`src/rtl/spi_regacc_pkg.sv`:
```
package spi_regacc_pkg;
    localparam int DW       = 8;   // byte width
    localparam int OFF_W    = 5;   // offset field in the command byte
    localparam int RAM_N    = 1 << OFF_W;
    localparam int CLKREG_N = 19;  // clock bank entries, 0x20..0x32

    typedef enum logic [1:0] {
        PH_CMD  = 2'd0,
        PH_DATA = 2'd1,
        PH_SKIP = 2'd2
    } phase_e;

    typedef struct packed {
        phase_e           phase;
        logic             wr;
        logic             region;  // 1: clock bank, 0: RAM
        logic [OFF_W-1:0] off;
    } ctl_t;
endpackage

```
`src/rtl/spi_regacc_sampler.sv`:
```
module spi_regacc_sampler (
    input  logic clk,
    input  logic rst_n,
    input  logic sel,
    input  logic sck,
    output logic rise,
    output logic fall
);
    logic sck_d, sck_q;

    always_comb begin
        sck_d = sck;
        rise  = sel & sck & ~sck_q;
        fall  = sel & ~sck & sck_q;
    end

    always_ff @(posedge clk or negedge rst_n) begin
        if (!rst_n) sck_q <= 1'b0;
        else        sck_q <= sck_d;
    end
endmodule

```
`src/rtl/spi_regacc_shifter.sv`:
```
module spi_regacc_shifter
    import spi_regacc_pkg::*;
(
    input  logic          clk,
    input  logic          rst_n,
    input  logic          sel,
    input  logic          rise,
    input  logic          fall,
    input  logic          mosi,
    input  logic          load_en,
    input  logic [DW-1:0] load_data,
    output logic          byte_done,
    output logic [DW-1:0] rx_byte,
    output logic          tx_slot,
    output logic          miso
);
    localparam int CNT_W = $clog2(DW);

    typedef struct packed {
        logic [CNT_W-1:0] bitcnt;
        logic [DW-1:0]    rx;
        logic [DW-1:0]    tx;
        logic             got;  // a whole byte has arrived in this selection
    } shf_t;

    shf_t s_d, s_q;

    always_comb begin
        s_d       = s_q;
        byte_done = 1'b0;
        tx_slot   = 1'b0;
        rx_byte   = {s_q.rx[DW-2:0], mosi};
        if (!sel) begin
            s_d = '0;
        end else if (rise) begin
            s_d.rx     = {s_q.rx[DW-2:0], mosi};
            s_d.bitcnt = s_q.bitcnt + 1'b1;
            if (s_q.bitcnt == CNT_W'(DW - 1)) begin
                byte_done = 1'b1;
                s_d.got   = 1'b1;
            end
        end else if (fall) begin
            if (s_q.bitcnt == '0 && s_q.got) begin
                tx_slot = 1'b1;
                s_d.tx  = load_en ? load_data : '0;
            end else begin
                s_d.tx = {s_q.tx[DW-2:0], 1'b0};
            end
        end
    end

    always_ff @(posedge clk or negedge rst_n) begin
        if (!rst_n) s_q <= '0;
        else        s_q <= s_d;
    end

    assign miso = s_q.tx[DW-1];
endmodule

```
`src/rtl/spi_regacc_bank.sv`:
```
module spi_regacc_bank
    import spi_regacc_pkg::*;
(
    input  logic             clk,
    input  logic             rst_n,
    input  logic             we,
    input  logic             region,
    input  logic [OFF_W-1:0] off,
    input  logic [DW-1:0]    wdata,
    output logic [DW-1:0]    rdata
);
    logic [DW-1:0] ram_d [RAM_N];
    logic [DW-1:0] ram_q [RAM_N];
    logic [DW-1:0] cr_d  [CLKREG_N];
    logic [DW-1:0] cr_q  [CLKREG_N];

    logic in_bank;
    assign in_bank = int'(off) < CLKREG_N;

    always_comb begin
        ram_d = ram_q;
        cr_d  = cr_q;
        if (we && !region) ram_d[off] = wdata;
        for (int i = 0; i < CLKREG_N; i++) begin
            if (we && region && int'(off) == i) cr_d[i] = wdata;
        end
        rdata = '0;
        if (!region) begin
            rdata = ram_q[off];
        end else if (in_bank) begin
            for (int i = 0; i < CLKREG_N; i++) begin
                if (int'(off) == i) rdata = cr_q[i];
            end
        end
    end

    always_ff @(posedge clk or negedge rst_n) begin
        if (!rst_n) begin
            for (int i = 0; i < RAM_N; i++)    ram_q[i] <= '0;
            for (int i = 0; i < CLKREG_N; i++) cr_q[i]  <= '0;
        end else begin
            ram_q <= ram_d;
            cr_q  <= cr_d;
        end
    end
endmodule

```
`src/rtl/spi_regacc_slave.sv`:
```
module spi_regacc_slave
    import spi_regacc_pkg::*;
(
    input  logic clk,
    input  logic rst_n,
    input  logic sel,
    input  logic sck,
    input  logic mosi,
    output logic miso
);
    localparam logic [OFF_W-1:0] CLK_LAST = OFF_W'(CLKREG_N - 1);

    logic          rise, fall, byte_done, tx_slot, load_en, we;
    logic [DW-1:0] rx_byte, rdata;
    ctl_t          c_d, c_q;

    function automatic logic [OFF_W-1:0] next_off(input logic region,
                                                  input logic [OFF_W-1:0] off);
        if (region && off == CLK_LAST) return '0;
        return off + 1'b1;
    endfunction

    spi_regacc_sampler u_smp (
        .clk(clk), .rst_n(rst_n), .sel(sel), .sck(sck),
        .rise(rise), .fall(fall)
    );

    spi_regacc_shifter u_shf (
        .clk(clk), .rst_n(rst_n), .sel(sel), .rise(rise), .fall(fall),
        .mosi(mosi), .load_en(load_en), .load_data(rdata),
        .byte_done(byte_done), .rx_byte(rx_byte), .tx_slot(tx_slot),
        .miso(miso)
    );

    spi_regacc_bank u_bank (
        .clk(clk), .rst_n(rst_n), .we(we), .region(c_q.region),
        .off(c_q.off), .wdata(rx_byte), .rdata(rdata)
    );

    always_comb begin
        c_d     = c_q;
        we      = 1'b0;
        load_en = 1'b0;
        if (!sel) begin
            c_d.phase = PH_CMD;
        end else if (byte_done && c_q.phase == PH_CMD) begin
            c_d.wr     = rx_byte[7];
            c_d.region = rx_byte[5];
            c_d.off    = rx_byte[OFF_W-1:0];
            c_d.phase  = rx_byte[6] ? PH_SKIP : PH_DATA;
        end else if (byte_done && c_q.phase == PH_DATA && c_q.wr) begin
            we      = 1'b1;
            c_d.off = next_off(c_q.region, c_q.off);
        end else if (tx_slot && c_q.phase == PH_DATA && !c_q.wr) begin
            load_en = 1'b1;
            c_d.off = next_off(c_q.region, c_q.off);
        end
    end

    always_ff @(posedge clk or negedge rst_n) begin
        if (!rst_n) c_q <= '{phase: PH_CMD, wr: 1'b0, region: 1'b0, off: '0};
        else        c_q <= c_d;
    end

    // output idles low once select is dropped
    p_miso_idle_r4: assert property (@(posedge clk) disable iff (!rst_n)
        !sel |=> !miso);
    // output moves only after a falling serial edge or deselect
    p_miso_on_fall_r4: assert property (@(posedge clk) disable iff (!rst_n)
        !$stable(miso) |-> ($past(fall) || !$past(sel)));
    // an ignored transaction never reaches storage
    p_skip_no_write_r8: assert property (@(posedge clk) disable iff (!rst_n)
        (c_q.phase == PH_SKIP) |-> !we);
    // RAM offset after the last byte is the first
    p_ram_wrap_r6: assert property (@(posedge clk) disable iff (!rst_n)
        (we || load_en) && !c_q.region && c_q.off == '1 |=> c_q.off == '0);
    // clock bank wraps from its last register to its first
    p_clk_wrap_r7: assert property (@(posedge clk) disable iff (!rst_n)
        (we || load_en) && c_q.region && c_q.off == CLK_LAST |=> c_q.off == '0);
endmodule

```
`config.mk`:
```
export PLATFORM = sky130hd
export DESIGN_NAME = spi_regacc_slave
export DESIGN_NICKNAME = d
export VERILOG_FILES = /design/src/rtl/spi_regacc_pkg.sv /design/src/rtl/spi_regacc_sampler.sv /design/src/rtl/spi_regacc_shifter.sv /design/src/rtl/spi_regacc_bank.sv /design/src/rtl/spi_regacc_slave.sv
export SDC_FILE = /design/constraint.sdc
export NUM_CORES = 1
export LEC_CHECK = 0
export ABC_CLOCK_PERIOD_IN_PS = 3200
export CAP_MARGIN = 20
export CELL_PAD_IN_SITES_DETAIL_PLACEMENT = 1
export CELL_PAD_IN_SITES_GLOBAL_PLACEMENT = 2
export CORE_MARGIN = 3
export CORE_UTILIZATION = 43
export CTS_BUF_LIST = sky130_fd_sc_hd__clkbuf_8
export CTS_CLUSTER_DIAMETER = 80
export CTS_CLUSTER_SIZE = 14
export DETAILED_ROUTE_END_ITERATION = 6
export PLACE_DENSITY = 0.85
export RECOVER_POWER = 50
export SLEW_MARGIN = 10
export SYNTH_ARGS = -nofsm -noshare
export SYNTH_HDL_FRONTEND = slang
export SYNTH_SLANG_ARGS = --single-unit
export TNS_END_PERCENT = 100
```
`constraint.sdc`:
```
create_clock -name clk -period 3.2 [get_ports clk]
set_input_delay 0.96 -clock clk [delete_from_list [all_inputs] [get_ports clk]]
set_output_delay 0.96 -clock clk [all_outputs]
set_load 0.005 [all_outputs]
```
==> summary.md <==
| Metric | Value |
|---|---|
| Core area | 49,100 µm² |
| Hold_ws | 0.508 ns |
| Maximum vdd drop | 0.196 mV |
| Worst clock skew | between 0.05 and 0.06 ns |
| Row cnt | 81 |
| DRT antenna net count | 0 |
| Share of the yosys chip area belonging to registers | 51.1% |
| DR WL/cell | around 27 µm |
| CTS root buffer | clkbuf_8 |
| Max Fclk | 0.316 GHz |
| Post-synthesis net count | approximately 1.7k |
| Number of global-route vias before repair | 15.9k |
| Relative slew slack | -56.2% |
| Buffers on Ports | 5 |
| Vias | 14.5k |
| Cells after Synth | between 1.5k and 2k |
| Slew @ Worst Pin | 2.34 ns |
| Setup bufs post-CTS | 0 |
| Post-CTS sizing | 0 |
| Worst setup SP type | flip-flop |
| H-tree Lvls | 2 |
| Maximum clock insertion buffer count | 3 |
| Cell area after synthesis | 21,400 µm² |
| Status | finished, violations left |
| Nets | approximately 1.7k |
| Clock Sinks | around 440 |
| Yosys Warn Count | 0 |
| Fraction of registers with async set/reset | 100% |
| Die height | around 230 µm |
| TritonCTS buffer count | 37 |
| Clock Latency Late Sink | between 0.6 and 0.7 ns |
| Synth top area share | 51.1% |
| Largest net degree at the start of global routing | 96 |
| Met2 Wirelength | a little over 30 mm |
| WL met1 | 28.7 mm |
| PD cells | between 300 and 400 nW/µm² |
| Slew Limit Fails | 39 |
| I/O pins | 6 |
| Share of cells above drive strength 1 | 40.5% |
| Vias/cell | 6.06 |
| RSZ-0062 raised after global routing | yes |
| HPWL after detailed placement | 43.1 mm |
| Die footprint | 52,500 µm² |
| DR iter-0 viols | approximately 1.1k |
| Max stage delay on crit path | 0.63 ns |
| Most common cell in the netlist | dfrtp_1 |
| P&R area growth vs syn | 11.1% |
| # diodes | 0 |
| Drt drc | 0 |
| TritonRoute pass-1 iters | 5 |
| Global-route wire length before repair | 100 mm |
| Final setup viols | 0 |
| Number of synthesized flops with an enable pin | 0 |
| TritonCTS clock tree | built |
| Primary FF master, synth | dfrtp_1 |
| Yosys reg bits | 437 |
| Final Core Density | between 40% and 50% |
| # Max-Cap Violations | 1 |
| Cts hold-fix bufs | 0 |
| Setup CP Type | reg2reg |
| Tmin final | 3.16 ns |
| Die X | approximately 230 µm |
| Crit-path slowest cell | or4b_1 |
| Yosys cell types | 91 |
| WP data required | 3.76 ns |
| Top cells by area, synth | dfrtp_1 51%, mux2_2 21%, mux4_2 5.5% |
| Worst hold-check path type | reg2reg |
| Max Used Layer | met4 |
| Clock transition at path regs | 0.10 ns |
| Period Utilization, post-route | around 100% |
| Crit-path cells | inv_1 -> ha_1 -> or4b_1 -> buf_4 -> o32ai_2 -> a211o_1 -> o311ai_1 -> a2111o_1 -> a41oi_2 |
| Synth Area per Inst | 12.9 µm² |
| Failing checks | max-capacitance violations, max-slew violations |
| Post-synth top area cell | dfrtp_1 |
| Synth top cells by count | 437 x dfrtp_1, 400 x mux2_2, 108 x nand2_1 |
| GR Util All Layers | 24.5% |
| Initial Util | 43.7% |
| Final hold violations | 0 |
| Crit end category | flip-flop |
| Setup TNS | 0 ns |
| Largest fanout on the critical path | 6 |
| Static Leak | 11.1 nW |
| Met3 wire length | approximately 3.0 mm |
| GRT overflow | 0 |
| Initial antenna violation count | 1 |
| Post-Route WL | 63.6 mm |
| RePlAce Congestion | 0.892 |
| WP data arrival | around 3.7 ns |
==> where the power goes <==
group,internal (W),total (W),switching [W],leakage (nW)
Combinational,0.0000356,0.000193,0.000157,4.73
Sequential,0.00552,0.00553,0.0000137,6.02
Clock,0.00107,0.00296,0.00189,0.310
Total,0.00663,0.00869,0.00206,11.1
==> final cells by class <==
type                            instances  area [µm²]
Fill cell                            5045       25200
Timing Repair Buffer                  155        1570
Clock buffer                           37         509
Multi-Input combinational cell       1070        9800
Sequential cell                       437       11000
Tap cell                              664         831
Inverter                               22        86.3
Clock inverter                         11        61.3
==> per-stage QoR <==
stage | total power (W) | instances | instance area, µm² | setup slack [ns]
after global placement | 0.00584 | 2347 | 23200 | -0.189
after floorplan | 0.00567 | 1661 | 21400 | 0.226
after detailed placement | 0.00585 | 2347 | 23200 | -0.203
after global routing | 0.00903 | 2396 | 23800 | -0.0281
final | 0.00869 | 2396 | 23800 | 0.0382
after CTS | 0.00883 | 2395 | 23800 | 0.0456
==> critical path, delay by kind of cell (launching register included) <==
family	cells	cell delay, ns
buf+inv	2	0.38
fa+ha+maj	1	0.18
flops	1	0.53
compound gates	5	1.34
simple gates	1	0.63
==> flip-flops by register name, summed over array words and instances, names as in the netlist <==
signal and count:
u_shf.rx_byte 7, u_shf.miso 1, u_shf.s_q 11, u_smp.sck_q 1
u_bank.ram_q 256, c_q 9, u_bank.cr_q 152
==> per-layer routing <==
layer | up-vias | global-route usage, %
li1 | 6242 | -
met1 | 7812 | 34.6
met2 | 356 | 39.7
met3 | 106 | 3.18
met4 | 0 | 7.55
met5 | - | 0
==> final timing paths <==
kind / from / slack [ns] / cells after the start / endpoint
worst max register to register: c_q[0]$_DFFE_PN0P_ / 0.04 / 9 / u_shf.s_q[7]$_DFFE_PN0P_
worst max-delay path: c_q[0]$_DFFE_PN0P_ / 0.04 / 9 / u_shf.s_q[7]$_DFFE_PN0P_
worst min register to register: u_bank.ram_q[255]$_DFFE_PN0P_ / 0.51 / 1 / u_bank.ram_q[255]$_DFFE_PN0P_
max in group asynchronous: rst_n / 0.37 / 3 / u_bank.ram_q[35]$_DFFE_PN0P_
min in group asynchronous: rst_n / 1.13 / 1 / u_bank.cr_q[58]$_DFFE_PN0P_
worst min-delay path: u_bank.ram_q[255]$_DFFE_PN0P_ / 0.51 / 1 / u_bank.ram_q[255]$_DFFE_PN0P_
==> kinds of logic after synthesis <==
group | after synthesis | synth area share, %
AOI/OAI and AO/OA | 235 | 7.81
xor gates and xnor gates | 1 | 0.0409
adders and majority gates | 8 | 0.467
buffers and inverters | 154 | 3.30
DFF | 437 | 51.1
muxes | 484 | 28.5
and+or+nand+nor | 342 | 8.80
==> layout by cell type, fill, tap and decap left out, types with 32 or more instances in the layout <==
cell | Yosys | routed
a21oi_1 | 40 | 40
buf_12 | 1 | 32
buf_4 | 8 | 109
clkbuf_8 | 0 | 37
dfrtp_1 | 437 | 426
mux2_2 | 400 | 400
mux4_2 | 52 | 52
nand2_1 | 108 | 108
nand3_1 | 41 | 41
nor2_1 | 46 | 46
o21ai_0 | 37 | 37
Note: power is estimated with default switching activity, not from simulation.
